`config.mk`:
```
export PLATFORM = sky130hd
export DESIGN_NAME = elem_idx_seq
export DESIGN_NICKNAME = d
export VERILOG_FILES = /design/src/rtl/elem_idx_pkg.sv /design/src/rtl/elem_idx_side.sv /design/src/rtl/elem_idx_ctrl.sv /design/src/rtl/elem_idx_seq.sv
export SDC_FILE = /design/constraint.sdc
export NUM_CORES = 1
export LEC_CHECK = 0
export BUFFER_PORTS_ARGS = -buffer_cell sky130_fd_sc_hd__buf_2
export CORE_ASPECT_RATIO = 0.9
export CORE_MARGIN = 4
export CORE_UTILIZATION = 40
export DETAILED_ROUTE_END_ITERATION = 12
export PLACE_DENSITY_LB_ADDON = 0.12
export SYNTH_ARGS = -nofsm -noshare
export SYNTH_HDL_FRONTEND = slang
export SYNTH_SLANG_ARGS = --single-unit
export TNS_END_PERCENT = 1
```
`constraint.sdc`:
```
create_clock -name clk -period 7.85 [get_ports clk]
set_input_delay 0.3925 -clock clk [delete_from_list [all_inputs] [get_ports clk]]
set_output_delay 0.3925 -clock clk [all_outputs]
set_load 0.02 [all_outputs]
```
`src/rtl/elem_idx_pkg.sv`:
```
package elem_idx_pkg;
  localparam int LEN_W = 2;

  typedef enum logic {
    ST_IDLE = 1'b0,
    ST_RUN  = 1'b1
  } seq_state_t;

  typedef struct packed {
    logic             split;
    logic [LEN_W-1:0] src_len;
    logic [LEN_W-1:0] dst_len;
  } len_cfg_t;
endpackage

```
`src/rtl/elem_idx_side.sv`:
```
module elem_idx_side
  import elem_idx_pkg::*;
#(
  parameter int VL_W = 7
) (
  input  logic                 clk,
  input  logic                 rst_n,
  input  logic                 load_i,
  input  logic                 step_i,
  input  logic                 split_i,
  input  logic [VL_W-1:0]      vl_i,
  input  logic [LEN_W-1:0]     len_i,
  output logic [VL_W+LEN_W-1:0] off_o,
  output logic                 end_o
);
  localparam int OFF_W = VL_W + LEN_W;

  logic [VL_W-1:0]  vcnt_q, vcnt_d;
  logic [LEN_W-1:0] scnt_q, scnt_d;
  logic             v_wrap, s_wrap;

  assign v_wrap = (vcnt_q == vl_i - VL_W'(1));
  assign s_wrap = (scnt_q == len_i);
  assign end_o  = v_wrap && s_wrap;

  // next-state: split order wraps the vector count first
  always_comb begin
    vcnt_d = vcnt_q;
    scnt_d = scnt_q;
    if (load_i) begin
      vcnt_d = '0;
      scnt_d = '0;
    end else if (step_i) begin
      if (split_i) begin
        if (v_wrap) begin
          vcnt_d = '0;
          scnt_d = scnt_q + LEN_W'(1);
        end else begin
          vcnt_d = vcnt_q + VL_W'(1);
        end
      end else begin
        if (s_wrap) begin
          scnt_d = '0;
          vcnt_d = vcnt_q + VL_W'(1);
        end else begin
          scnt_d = scnt_q + LEN_W'(1);
        end
      end
    end
  end

  always_ff @(posedge clk or negedge rst_n) begin
    if (!rst_n) begin
      vcnt_q <= '0;
      scnt_q <= '0;
    end else if (load_i || step_i) begin
      vcnt_q <= vcnt_d;
      scnt_q <= scnt_d;
    end
  end

  always_comb begin
    if (split_i) begin
      off_o = OFF_W'(vcnt_q) + OFF_W'(vl_i) * OFF_W'(scnt_q);
    end else begin
      off_o = OFF_W'(vcnt_q) * OFF_W'({1'b0, len_i} + 3'd1) + OFF_W'(scnt_q);
    end
  end
endmodule

```
`src/rtl/elem_idx_ctrl.sv`:
```
module elem_idx_ctrl
  import elem_idx_pkg::*;
#(
  parameter int VL_W = 7
) (
  input  logic            clk,
  input  logic            rst_n,
  input  logic            start_i,
  input  logic [VL_W-1:0] vl_i,
  input  len_cfg_t        cfg_i,
  input  logic            ready_i,
  input  logic            any_end_i,
  output logic            load_o,
  output logic            step_o,
  output logic            valid_o,
  output logic            last_o,
  output logic [VL_W-1:0] vl_o,
  output len_cfg_t        cfg_o
);
  seq_state_t state_q, state_d;
  logic       take;

  assign valid_o = (state_q == ST_RUN);
  assign last_o  = valid_o && any_end_i;
  assign take    = valid_o && ready_i;
  assign load_o  = (state_q == ST_IDLE) && start_i && (vl_i != '0);
  assign step_o  = take && !any_end_i;

  always_comb begin
    state_d = state_q;
    case (state_q)
      ST_IDLE: if (load_o) state_d = ST_RUN;
      ST_RUN:  if (take && any_end_i) state_d = ST_IDLE;
      default: state_d = ST_IDLE;
    endcase
  end

  always_ff @(posedge clk or negedge rst_n) begin
    if (!rst_n) begin
      state_q <= ST_IDLE;
    end else begin
      state_q <= state_d;
    end
  end

  // configuration snapshot, enabled only at an accepted start
  always_ff @(posedge clk or negedge rst_n) begin
    if (!rst_n) begin
      vl_o  <= '0;
      cfg_o <= '0;
    end else if (load_o) begin
      vl_o  <= vl_i;
      cfg_o <= cfg_i;
    end
  end
endmodule

```
`src/rtl/elem_idx_seq.sv`:
```
module elem_idx_seq
  import elem_idx_pkg::*;
#(
  parameter int VL_W = 7
) (
  input  logic                 clk,
  input  logic                 rst_n,
  input  logic                 start_i,
  input  logic                 split_i,
  input  logic [VL_W-1:0]      vl_i,
  input  logic [1:0]           src_len_i,
  input  logic [1:0]           dst_len_i,
  input  logic                 ready_i,
  output logic                 valid_o,
  output logic                 last_o,
  output logic [VL_W+1:0]      src_off_o,
  output logic [VL_W+1:0]      dst_off_o
);
  localparam int OFF_W  = VL_W + LEN_W;
  localparam int NSIDES = 2;

  len_cfg_t        cfg_in, cfg_q;
  logic [VL_W-1:0] vl_q;
  logic            load, step;
  logic [NSIDES-1:0]      side_end;
  logic [LEN_W-1:0]       side_len [NSIDES];
  logic [OFF_W-1:0]       side_off [NSIDES];

  assign cfg_in = '{split: split_i, src_len: src_len_i, dst_len: dst_len_i};

  // interleaved order uses one length for both sides
  assign side_len[0] = cfg_q.split ? cfg_q.src_len : cfg_q.dst_len;
  assign side_len[1] = cfg_q.dst_len;

  elem_idx_ctrl #(.VL_W(VL_W)) u_ctrl (
    .clk       (clk),
    .rst_n     (rst_n),
    .start_i   (start_i),
    .vl_i      (vl_i),
    .cfg_i     (cfg_in),
    .ready_i   (ready_i),
    .any_end_i (|side_end),
    .load_o    (load),
    .step_o    (step),
    .valid_o   (valid_o),
    .last_o    (last_o),
    .vl_o      (vl_q),
    .cfg_o     (cfg_q)
  );

  for (genvar g = 0; g < NSIDES; g++) begin : g_side
    elem_idx_side #(.VL_W(VL_W)) u_side (
      .clk     (clk),
      .rst_n   (rst_n),
      .load_i  (load),
      .step_i  (step),
      .split_i (cfg_q.split),
      .vl_i    (vl_q),
      .len_i   (side_len[g]),
      .off_o   (side_off[g]),
      .end_o   (side_end[g])
    );
  end

  assign src_off_o = side_off[0];
  assign dst_off_o = side_off[1];
endmodule

```
==> impl_metrics.env <==
export IMPL_status="complete, no violations"
export IMPL_clock_latency_ps=270
export IMPL_drc=0
export IMPL_async_flop_share_pct=100
export IMPL_io_buffers=35
export IMPL_viasPerCell=5.24
export IMPL_drive_gt1_share_pct=10.0
export IMPL_tightestPinTransition_ps=833
export IMPL_ys_seq_elements=31
export IMPL_finalHoldViolCount=0
export IMPL_period_needed_ps=4750
export IMPL_first_pass_iters=4
export IMPL_syn2layout_area_growth_pct=9.22
export IMPL_cts_tree="yes"
export IMPL_setup_viol=0
export IMPL_placementRows=36
export IMPL_path_delay_family="adder cells"
export IMPL_dp_cells=675
export IMPL_r2r_start="u_ctrl.vl_o[0]$_DFFE_PN0P_"
export IMPL_cts_resized_gates=0
export IMPL_ios=36
export IMPL_synth_edf_count=0
export IMPL_rsz0062_at_grt="false"
export IMPL_rr_worst_depth=9
export IMPL_post_place_ws_ps=3410
export IMPL_drtIter0Drc=135
export IMPL_layout_nets=646
export IMPL_postSynthAreaPerCell_sq_um=8.41
export IMPL_cts_sinks=31
export IMPL_synth_most_common_cell="nand2_1"
export IMPL_crit_arrival_ps=4350
export IMPL_ff_latch_area_sq_um=776
export IMPL_p_seq_share_pct=19.6
export IMPL_crit_path_top_delay_cell="dfrtp_1"
export IMPL_ys_seq_area_share_pct=17.5
export IMPL_yosys_warnings=0
export IMPL_wl_per_cell_um=16.1
export IMPL_path_cells="mux2i_1, inv_1, ha_1, and2_1, fa_1, ha_1, ha_1, a21o_1, a21oi_1, o21bai_1, a21oi_1, o21ai_0, xnor2_1, mux2i_1, buf_2"
export IMPL_htreeDepth=2
export IMPL_fmax_mhz=211
export IMPL_core_area_sq_um=10800
export IMPL_hp_class="input pin to asynchronous set/reset pin"
export IMPL_die_h_um=108
export IMPL_cts_hold_buf=0
export IMPL_final_cells=682
export IMPL_min_period_over_period_pct=60.5
export IMPL_p_per_area_nw_per_um2=423
export IMPL_cp_required_ps=7460
export IMPL_drtAntennaViolNets=0
export IMPL_peakVddDrop_mv=0.170
export IMPL_cp_end_kind="primary output"
export IMPL_antenna_found_initial=0
export IMPL_track_usage_pct=18.0
export IMPL_reg2reg_to="g_side[0].u_side.vcnt_q[3]$_DFFE_PN0P_"
export IMPL_overflow=0
export IMPL_cts_setup_buffers=0
export IMPL_p_sw_share_pct=52.2
export IMPL_grt_use_met3_pct=1.89
export IMPL_clockRootBuffer="clkbuf_16"
export IMPL_synthTopCellsByArea="dfrtp_1, ha_1, fa_1"
export IMPL_die_w_um=119
export IMPL_vias=3572
export IMPL_p_switching_uw=1070
export IMPL_grt_first_pass_wirelength_um=18600
export IMPL_routabilityCongestion=0.865
export IMPL_ys_types=54
export IMPL_numCtsBuffers=5
export IMPL_multi_input_area_sq_um=3310
export IMPL_cellLeakagePower_uw=0.00256
export IMPL_relSlewSlack_pct=44.1
export IMPL_clk_path_buf_depth=2
export IMPL_yosysTopAreaCell="dfrtp_1"
export IMPL_crit_buf_inv=2
export IMPL_grt_pass1_vias=3635
export IMPL_grt_busiest_layer="met2"
export IMPL_critPathKind="register to primary output"
export IMPL_max_stage_delay_ps=540
export IMPL_diodes=0
export IMPL_setup_tns_final_ps=0
export IMPL_synth_ff_type="dfrtp_1"
export IMPL_clockPowerShare_pct=9.3
export IMPL_hold_worst_slack_ps=174
export IMPL_syn_nets=623
export IMPL_initial_utilization_pct=40.9
export IMPL_grt_use_met1_pct=26.6
export IMPL_met2_usage_pct=28.8
export IMPL_synth_common_cells="nand2_1, inv_1, ha_1"
export IMPL_post_synth_top_area_fraction_pct=17.5
export IMPL_fill_cells=1127
export IMPL_path_max_fanout=8
export IMPL_syn_instance_count=526
export IMPL_skew_ps=1.51
export IMPL_clk_pin_slew_ps=50
export IMPL_maxCapViolCount=0
export IMPL_p_int_uw=977
export IMPL_die_area_sq_um=12800
export IMPL_fin_ws_ps=3100
export IMPL_reg2reg_slack_ps=4400
export IMPL_hpwl_um=8810
export IMPL_cp_common_cell="ha_1"
export IMPL_wirelength_um=10900
export IMPL_power_share_combinational_pct=71.1
export IMPL_start_kind="register"
export IMPL_grt_max_degree=32
export IMPL_synth_area_sq_um=4420
export IMPL_slew_violations=0
## worst reg2reg max path, stage by stage (launching register included)
cell and delay (ps):
dfrtp_1 500, inv_1 230, ha_1 230, nor3b_1 420, xnor2_1 140, xnor2_1 130
nand4bb_2 370, o21ai_1 730, o21ai_1 350, o21ai_0 270
## layout make-up
class,count,share of cell area [%]
Clock buffer,6,2.87
Clock inverter,1,0.104
Inverter,68,5.28
Multi-Input combinational cell,407,68.5
Sequential cell,31,16.1
Tap cell,133,3.44
Timing Repair Buffer,36,3.78
## layout by cell type, fill, tap and decap left out, types with 6 or more instances in the layout
| cell | netlist | layout |
|---|---|---|
| buf_2 | 2 | 35 |
| o21bai_1 | 12 | 12 |
| xnor2_1 | 25 | 25 |
| o21ai_0 | 15 | 15 |
| and2_1 | 29 | 29 |
| ha_1 | 55 | 55 |
| mux2i_1 | 8 | 8 |
| fa_1 | 26 | 26 |
| dfrtp_1 | 31 | 31 |
| nand2_1 | 79 | 79 |
| xnor3_1 | 7 | 7 |
| and3_1 | 6 | 6 |
| inv_1 | 67 | 67 |
| xor2_1 | 14 | 14 |
| nor2_1 | 26 | 26 |
| a21o_1 | 12 | 12 |
| mux2_2 | 6 | 6 |
| a21oi_1 | 31 | 31 |
## power by group through the flow
stage	registers (uW)	logic (uW)	clock network, uW
2_1_floorplan	283	1190	0
3_3_place_gp	399	1450	0
3_5_place_dp	403	1450	0
4_1_cts	400	1470	193
5_1_grt	420	1650	201
6_report	401	1450	191
## how the worst max path moves through the flow
stage,end,cells after the start,from,slack [ps]
after global placement,src_off_o[8],15,u_ctrl.cfg_o[4]$_DFFE_PN0P_,3500
after global routing,src_off_o[8],15,u_ctrl.cfg_o[4]$_DFFE_PN0P_,2730
after detailed placement,src_off_o[8],15,u_ctrl.cfg_o[4]$_DFFE_PN0P_,3410
after CTS,src_off_o[8],15,u_ctrl.cfg_o[4]$_DFFE_PN0P_,3100
after floorplan,src_off_o[8],15,u_ctrl.cfg_o[0]$_DFFE_PN0P_,3670
final,src_off_o[8],15,u_ctrl.cfg_o[4]$_DFFE_PN0P_,3100
## state kept, by name (all words and copies together), names as in the netlist
register,count
u_ctrl.valid_o,1
u_ctrl.cfg_o,5
g_side.u_side.vcnt_q,14
u_ctrl.vl_o,7
g_side.u_side.scnt_q,4
## layer usage
layer  vias to the layer above  wire (um)
met4                         0         84
li1                       1777          -
met1                      1716       5670
met2                        69       4810
met3                        10        383
met5                         -          0
## cell families after synthesis
family / synth area share, %
AND/OR/NAND/NOR: 19.7
AO/OA/AOI/OAI: 13.2
buffers and inverters: 7.69
adder cells (fa/ha/maj): 27.3
XOR/XNOR: 11.3
flip-flops: 17.5
multiplexers: 3.34
## through the flow
step / power, uW / cell area [sq um] / util, %
after detailed placement: 1860 / 4690 / 43.4
after floorplan: 1480 / 4420 / -
final: 2040 / 4830 / 44.7
after global placement: 1850 / 4690 / 43.4
after global routing: 2270 / 4830 / 44.7
after CTS: 2060 / 4830 / 44.7
No activity file was read; power rests on OpenSTA's default activity.
